[src/rtl/gpio_bank_pkg.sv]
package gpio_bank_pkg;
  localparam int LINES   = 32;
  localparam int DIR_W   = 2;
  localparam int HALF    = LINES / 2;
  localparam int REG_W   = 32;

  typedef enum logic [DIR_W-1:0] {
    DIR_IN   = 2'd0,
    DIR_OUT  = 2'd1,
    DIR_RSV2 = 2'd2,
    DIR_RSV3 = 2'd3
  } dir_code_e;

  localparam logic [7:0] OFF_DIR_LO = 8'h00;
  localparam logic [7:0] OFF_DATA   = 8'h04;
  localparam logic [7:0] OFF_DIR_HI = 8'h14;
  localparam logic [7:0] OFF_OE     = 8'h18;
endpackage

[src/rtl/gpio_sync.sv]
module gpio_sync #(
  parameter int WIDTH = 32
) (
  input  logic             clk,
  input  logic             rst,
  input  logic [WIDTH-1:0] d,
  output logic [WIDTH-1:0] q
);
  logic [WIDTH-1:0] stage1;
  logic [WIDTH-1:0] stage2;

  always_ff @(posedge clk) begin
    if (rst) begin
      stage1 <= '0;
      stage2 <= '0;
    end else begin
      stage1 <= d;
      stage2 <= stage1;
    end
  end

  assign q = stage2;

  // warm-up counter: two non-reset edges before the delay check applies
  logic [1:0] warm;
  always_ff @(posedge clk) begin
    if (rst) warm <= '0;
    else if (warm != 2'd3) warm <= warm + 2'd1;
  end

  // synchronised value trails the pad by two edges
  p_sync_delay_r6: assert property (@(posedge clk) disable iff (rst)
    (warm == 2'd3) |-> (q == $past(d, 2)));
endmodule

[src/rtl/gpio_regs.sv]
module gpio_regs
  import gpio_bank_pkg::*;
#(
  parameter int ADDR_W = 8
) (
  input  logic              clk,
  input  logic              rst,
  input  logic              wr_en,
  input  logic [ADDR_W-1:0] addr,
  input  logic [REG_W-1:0]  wdata,
  output logic [REG_W-1:0]  dir_lo,
  output logic [REG_W-1:0]  dir_hi,
  output logic [LINES-1:0]  oe_bits,
  output logic [LINES-1:0]  dout
);
  logic hit_dir_lo, hit_dir_hi, hit_oe, hit_data;

  assign hit_dir_lo = (addr == ADDR_W'(OFF_DIR_LO));
  assign hit_dir_hi = (addr == ADDR_W'(OFF_DIR_HI));
  assign hit_oe     = (addr == ADDR_W'(OFF_OE));
  assign hit_data   = (addr == ADDR_W'(OFF_DATA));

  always_ff @(posedge clk) begin
    if (rst) begin
      dir_lo  <= '0;
      dir_hi  <= '0;
      oe_bits <= '0;
      dout    <= '0;
    end else if (wr_en) begin
      if (hit_dir_lo) dir_lo  <= wdata;
      if (hit_dir_hi) dir_hi  <= wdata;
      if (hit_oe)     oe_bits <= wdata[LINES-1:0];
      if (hit_data)   dout    <= wdata[LINES-1:0];
    end
  end

  // a write to an unmapped offset leaves all state untouched
  p_ignored_write_r7: assert property (@(posedge clk) disable iff (rst)
    (wr_en && !(hit_dir_lo || hit_dir_hi || hit_oe || hit_data))
      |=> ($stable(dir_lo) && $stable(dir_hi) && $stable(oe_bits) && $stable(dout)));
endmodule

[src/rtl/gpio_drive.sv]
module gpio_drive
  import gpio_bank_pkg::*;
(
  input  logic [REG_W-1:0] dir_lo,
  input  logic [REG_W-1:0] dir_hi,
  input  logic [LINES-1:0] oe_bits,
  input  logic [LINES-1:0] dout,
  output logic [LINES-1:0] pin_oe,
  output logic [LINES-1:0] pin_out
);
  for (genvar i = 0; i < LINES; i++) begin : g_line
    dir_code_e code;
    if (i < HALF) begin : g_lo
      assign code = dir_code_e'(dir_lo[DIR_W*i +: DIR_W]);
    end else begin : g_hi
      assign code = dir_code_e'(dir_hi[DIR_W*(i-HALF) +: DIR_W]);
    end
    // reserved codes fall through to input: only DIR_OUT may drive
    assign pin_oe[i] = (code == DIR_OUT) && oe_bits[i];
  end

  assign pin_out = dout;
endmodule

[src/rtl/gpio_bank_ctrl.sv]
module gpio_bank_ctrl
  import gpio_bank_pkg::*;
#(
  parameter int ADDR_W = 8
) (
  input  logic              clk,
  input  logic              rst,
  input  logic              wr_en,
  input  logic              rd_en,
  input  logic [ADDR_W-1:0] addr,
  input  logic [31:0]       wdata,
  output logic [31:0]       rdata,
  input  logic [31:0]       pin_in,
  output logic [31:0]       pin_out,
  output logic [31:0]       pin_oe
);
  logic [REG_W-1:0] dir_lo, dir_hi;
  logic [LINES-1:0] oe_bits, dout, sync_in;
  logic [REG_W-1:0] rd_mux;

  gpio_regs #(.ADDR_W(ADDR_W)) u_regs (
    .clk(clk), .rst(rst), .wr_en(wr_en), .addr(addr), .wdata(wdata),
    .dir_lo(dir_lo), .dir_hi(dir_hi), .oe_bits(oe_bits), .dout(dout)
  );

  gpio_sync #(.WIDTH(LINES)) u_sync (
    .clk(clk), .rst(rst), .d(pin_in), .q(sync_in)
  );

  gpio_drive u_drive (
    .dir_lo(dir_lo), .dir_hi(dir_hi), .oe_bits(oe_bits), .dout(dout),
    .pin_oe(pin_oe), .pin_out(pin_out)
  );

  always_comb begin
    case (addr)
      ADDR_W'(OFF_DIR_LO): rd_mux = dir_lo;
      ADDR_W'(OFF_DIR_HI): rd_mux = dir_hi;
      ADDR_W'(OFF_OE):     rd_mux = oe_bits;
      ADDR_W'(OFF_DATA):   rd_mux = (pin_oe & dout) | (~pin_oe & sync_in);
      default:             rd_mux = '0;
    endcase
  end

  always_ff @(posedge clk) begin
    if (rst) rdata <= '0;
    else if (rd_en) rdata <= rd_mux;
  end

  // unmapped reads return zero one cycle later
  p_unmapped_read_r7: assert property (@(posedge clk) disable iff (rst)
    (rd_en && addr != ADDR_W'(OFF_DIR_LO) && addr != ADDR_W'(OFF_DIR_HI)
           && addr != ADDR_W'(OFF_OE) && addr != ADDR_W'(OFF_DATA))
      |=> (rdata == '0));

  // read bus holds between strobes
  p_rdata_hold_r8: assert property (@(posedge clk) disable iff (rst)
    !rd_en |=> $stable(rdata));

  // enable bits cleared by a write stop driving on the next cycle
  p_oe_clear_r4: assert property (@(posedge clk) disable iff (rst)
    (wr_en && addr == ADDR_W'(OFF_OE)) |=> ((pin_oe & ~$past(wdata)) == '0));

  // data writes reach the pads the next cycle
  p_pin_out_r5: assert property (@(posedge clk) disable iff (rst)
    (wr_en && addr == ADDR_W'(OFF_DATA)) |=> (pin_out == $past(wdata)));

  // a reserved code written to a low-bank field never drives
  for (genvar i = 0; i < HALF; i++) begin : g_rsv_chk
    p_reserved_r3: assert property (@(posedge clk) disable iff (rst)
      (wr_en && addr == ADDR_W'(OFF_DIR_LO) && wdata[DIR_W*i+1]) |=> !pin_oe[i]);
  end
endmodule

[config.mk]
export PLATFORM = sky130hd
export DESIGN_NAME = gpio_bank_ctrl
export DESIGN_NICKNAME = d
export VERILOG_FILES = /design/src/rtl/gpio_bank_pkg.sv /design/src/rtl/gpio_sync.sv /design/src/rtl/gpio_regs.sv /design/src/rtl/gpio_drive.sv /design/src/rtl/gpio_bank_ctrl.sv
export SDC_FILE = /design/constraint.sdc
export NUM_CORES = 1
export LEC_CHECK = 0
export BUFFER_PORTS_ARGS = -buffer_cell sky130_fd_sc_hd__buf_2
export CAP_MARGIN = 20
export CORE_UTILIZATION = 51
export CTS_CLUSTER_DIAMETER = 100
export DETAILED_ROUTE_END_ITERATION = 16
export PLACE_DENSITY = 0.78
export SETUP_SLACK_MARGIN = 0.2
export SKIP_LAST_GASP = 1
export SYNTH_ARGS = -nofsm -noshare
export SYNTH_HDL_FRONTEND = slang
export SYNTH_HIERARCHICAL = 1
export SYNTH_SLANG_ARGS = --single-unit
[constraint.sdc]
create_clock -name clk -period 1.3 [get_ports clk]
set_input_delay 0.13 -clock clk [delete_from_list [all_inputs] [get_ports clk]]
set_output_delay 0.13 -clock clk [all_outputs]
set_load 0.02 [all_outputs]
==> results.toml <==
[die]
coreArea_sq_um = 18800
row_count = 50
dieArea_sq_um = 19700
ios = 172
start_util = 0.521
dieHeight_um = 141
die_w_um = 141

[synthesis]
synth-seq-cells = 224
synth_nets = 959
ys_warn_count = 6
synth-edff-count = 0
synthesis.area_sq_um = 9780
synth_top_area_frac = 0.458
synthCells = 883
yosys-top-cells-count = "dfxtp_1 (224), nand2b_1 (160), mux2i_1 (128), a22oi_1 (62), nor2b_2 (60)"
ys.flop_type = "dfxtp_1"
synth_area_leader_cell = "dfxtp_1"
async_flop_share = 0
yosysSeqAreaShare = 0.458
netlist_top_cells_area = "dfxtp_1 (46%), mux2i_1 (13%), nand2b_1 (10%), nor2b_2 (5.4%), a22oi_1 (4.8%)"
synth.most_common_cell = "dfxtp_1"
netlist-cell-type-count = 36
synth.avg_cell_area_sq_um = 11.1

[global_route]
grt_max_degree = 80
overflow = 0
antenna_found_initial = 0
grt_pass1_vias = 8661
grt_pass1_wl_mm = 47.4
track_usage = 0.309

[sta]
slew_viol_final = 0
fin_tns_setup_ps = -4960
finalSetupViolations = 56
rsz0062_at_grt = "true"
period_share = 1.15
hold_viol_final = 0
worstMarginPinSlew_ps = 462
finalWorstSetupSlack_ps = -191
fin_crit_ps = 1490
max_freq_mhz = 670
fin_skew_ps = 16.1
maxSlewHeadroom = 0.692

[status]
status = "finished, violations left"
violations = "negative setup slack"

[worst_setup_path]
arrival_ps = 1360
path_max_fanout = 2
crit_path_top_delay_cell = "dfxtp_2"
required_ps = 1170
slowest_delay_ps = 360
reg2regPathDepth = 5
crit_top_cell = "buf_6"
path_buf_inv = 2
setup.worst_path.start_class = "register"
worstSetupEndpointType = "output pin"
rrSetupSlack_ps = -190
r2r-start = "u_regs/dir_hi[13]"
critPathKind = "register to output pin"
reg2reg_to = "rdata[22]"
critPathTopFamily = "flip-flops"
path_cells = "and3b_2 > buf_6 > buf_6"

[clock_network]
cts_buffers = 23
clk_pin_slew_ps = 60
cts_tree = "yes"
cts_htree_levels = 1
cts_root_buffer = "clkbuf_16"
clockBufferDepth = 3
cts.sinks = 224
clkLatencyLatePin_ps = 510

[cells_and_area]
multiInputGateArea_sq_um = 4990
design_area_sq_um = 14500
area_growth_pct = 48.4
num_antenna_cells = 0
nNetsFinal = 1318
fill_cells = 989
drive_gt1_frac = 0.589
regArea_sq_um = 4680

[job]
drv_cap = 0

[placed_design]
place_area_sq_um = 11400
portBuffers = 171
place_ws_ps = -244
place_congestion = 0.808
place_hpwl_mm = 17.2

[detailed_routing]
wl_mm = 35.5
avgViaCountPerCell = 5.95
drc = 0
routedWlPerCell_um = 23.8
vias = 8862
dr.first_iter.drc_count = 835
drt_pre_antenna_iters = 5
drtAntennaViolNets = 0

[min_path]
min_path_cells = 3
min_to = "u_regs/oe_bits[14]"
hp-class = "input port to register"
hp-start = "wdata[14]"

[power]
p_per_area_nw_per_um2 = 1000
cellLeakagePower_nw = 6.39
vdd.ir_drop.worst_mv = 0.839
-- power breakdown --
part	internal, mW	switching, mW	leakage (nW)
clock	3.83	2.82	0.364
sequential	6.95	0.0339	1.90
combinational	0.485	0.462	4.13
-- state kept, by name (all words and copies together) (netlist names) --
name            cells
u_regs/dout        32
u_regs/dir_hi      32
u_sync/q           32
rdata              32
u_regs/dir_lo      32
u_sync/stage1      32
u_regs/oe_bits     32
-- worst max path at each step --
stage                             from                 end  cells past startpoint  slack [ps]
global placement               addr[6]           rdata[17]                      5        -190
finish              u_regs/oe_bits[15]          pin_oe[15]                      3        -190
global route         u_regs/dir_lo[27]           rdata[13]                      5        -210
floorplan            u_regs/dir_lo[27]           rdata[13]                      5        -120
detailed placement             addr[1]  u_regs/oe_bits[26]                      6        -240
CTS                  u_regs/dir_hi[19]          pin_oe[25]                      3        -160
-- worst min-delay path: cells and delay by family --
family                 cells  cell delay, ps
muxes                      1             100
and+or+nand+nor            1             150
buffers and inverters      1             100
-- through the flow --
stage | cells | utilization | power, mW | hold slack (ps)
2_1_floorplan | 883 | - | 7.59 | 258
3_3_place_gp | 1294 | 0.607 | 7.91 | 337
3_5_place_dp | 1294 | 0.607 | 7.92 | 341
4_1_cts | 1463 | 0.756 | 14.4 | 0.828
5_1_grt | 1490 | 0.774 | 14.9 | 29.8
6_report | 1490 | 0.774 | 14.6 | 28.7
-- metal layers --
metal  up-vias  track usage  share of wire  wire [um]
met2       633        0.533           0.48      16900
met3       201       0.0427          0.087       3100
met1      4277        0.374           0.37      13100
met4         0        0.166          0.067       2390
met5         -            0              0          0
li1       3751            -              -          -
-- kinds of logic (layout without fill, tap and decap cells) --
family | Yosys count | in the layout | synth area share
XOR/XNOR | 1 | 1 | 0.000895
multiplexers | 160 | 160 | 0.168
buffers and inverters | 93 | 466 | 0.0689
AND/OR/NAND/NOR | 278 | 278 | 0.210
AO/OA/AOI/OAI | 127 | 127 | 0.0939
flip-flops | 224 | 224 | 0.458
-- layout make-up --
cell class	count	share of cell area
clock buffers	34	0.0473
clock inverters	5	0.00362
inverters	1	0.000258
multi-input cells	566	0.344
flip-flops and latches	224	0.322
well taps	234	0.0202
repair buffers	426	0.263
-- cell usage in the layout, fill, tap and decap left out, types with 2 or more instances in the layout --
cell type,netlist,routed
nor2b_2,60,60
buf_4,33,169
dfxtp_4,0,4
dfxtp_2,0,143
o21ai_1,31,30
clkbuf_1,30,4
nor2_2,0,2
buf_6,12,125
buf_12,2,14
buf_2,9,74
a22oi_1,62,31
nor2b_1,6,6
and3b_2,0,32
clkinv_2,0,3
a22oi_2,0,31
o21ai_2,1,2
dlygate4sd3_1,0,41
clkbuf_16,0,26
or3b_4,2,2
mux2i_1,128,126
nand2b_1,160,160
dfxtp_1,224,77
nor4b_4,2,2
a22o_1,31,31
clkbuf_8,0,7
mux2_4,0,32
-- what timing repair did --
item | 4_1_cts | 5_1_grt
hold endpoints to repair | 61 | 0
hold buffers | 41 | 0
pin swaps | 55 | 18
endpoints found under the setup margin | 128 | 127
resized for setup | 373 | 31
cloned | 0 | 3
setup buffers | 89 | 24
Power figures use the tool's default switching activity.
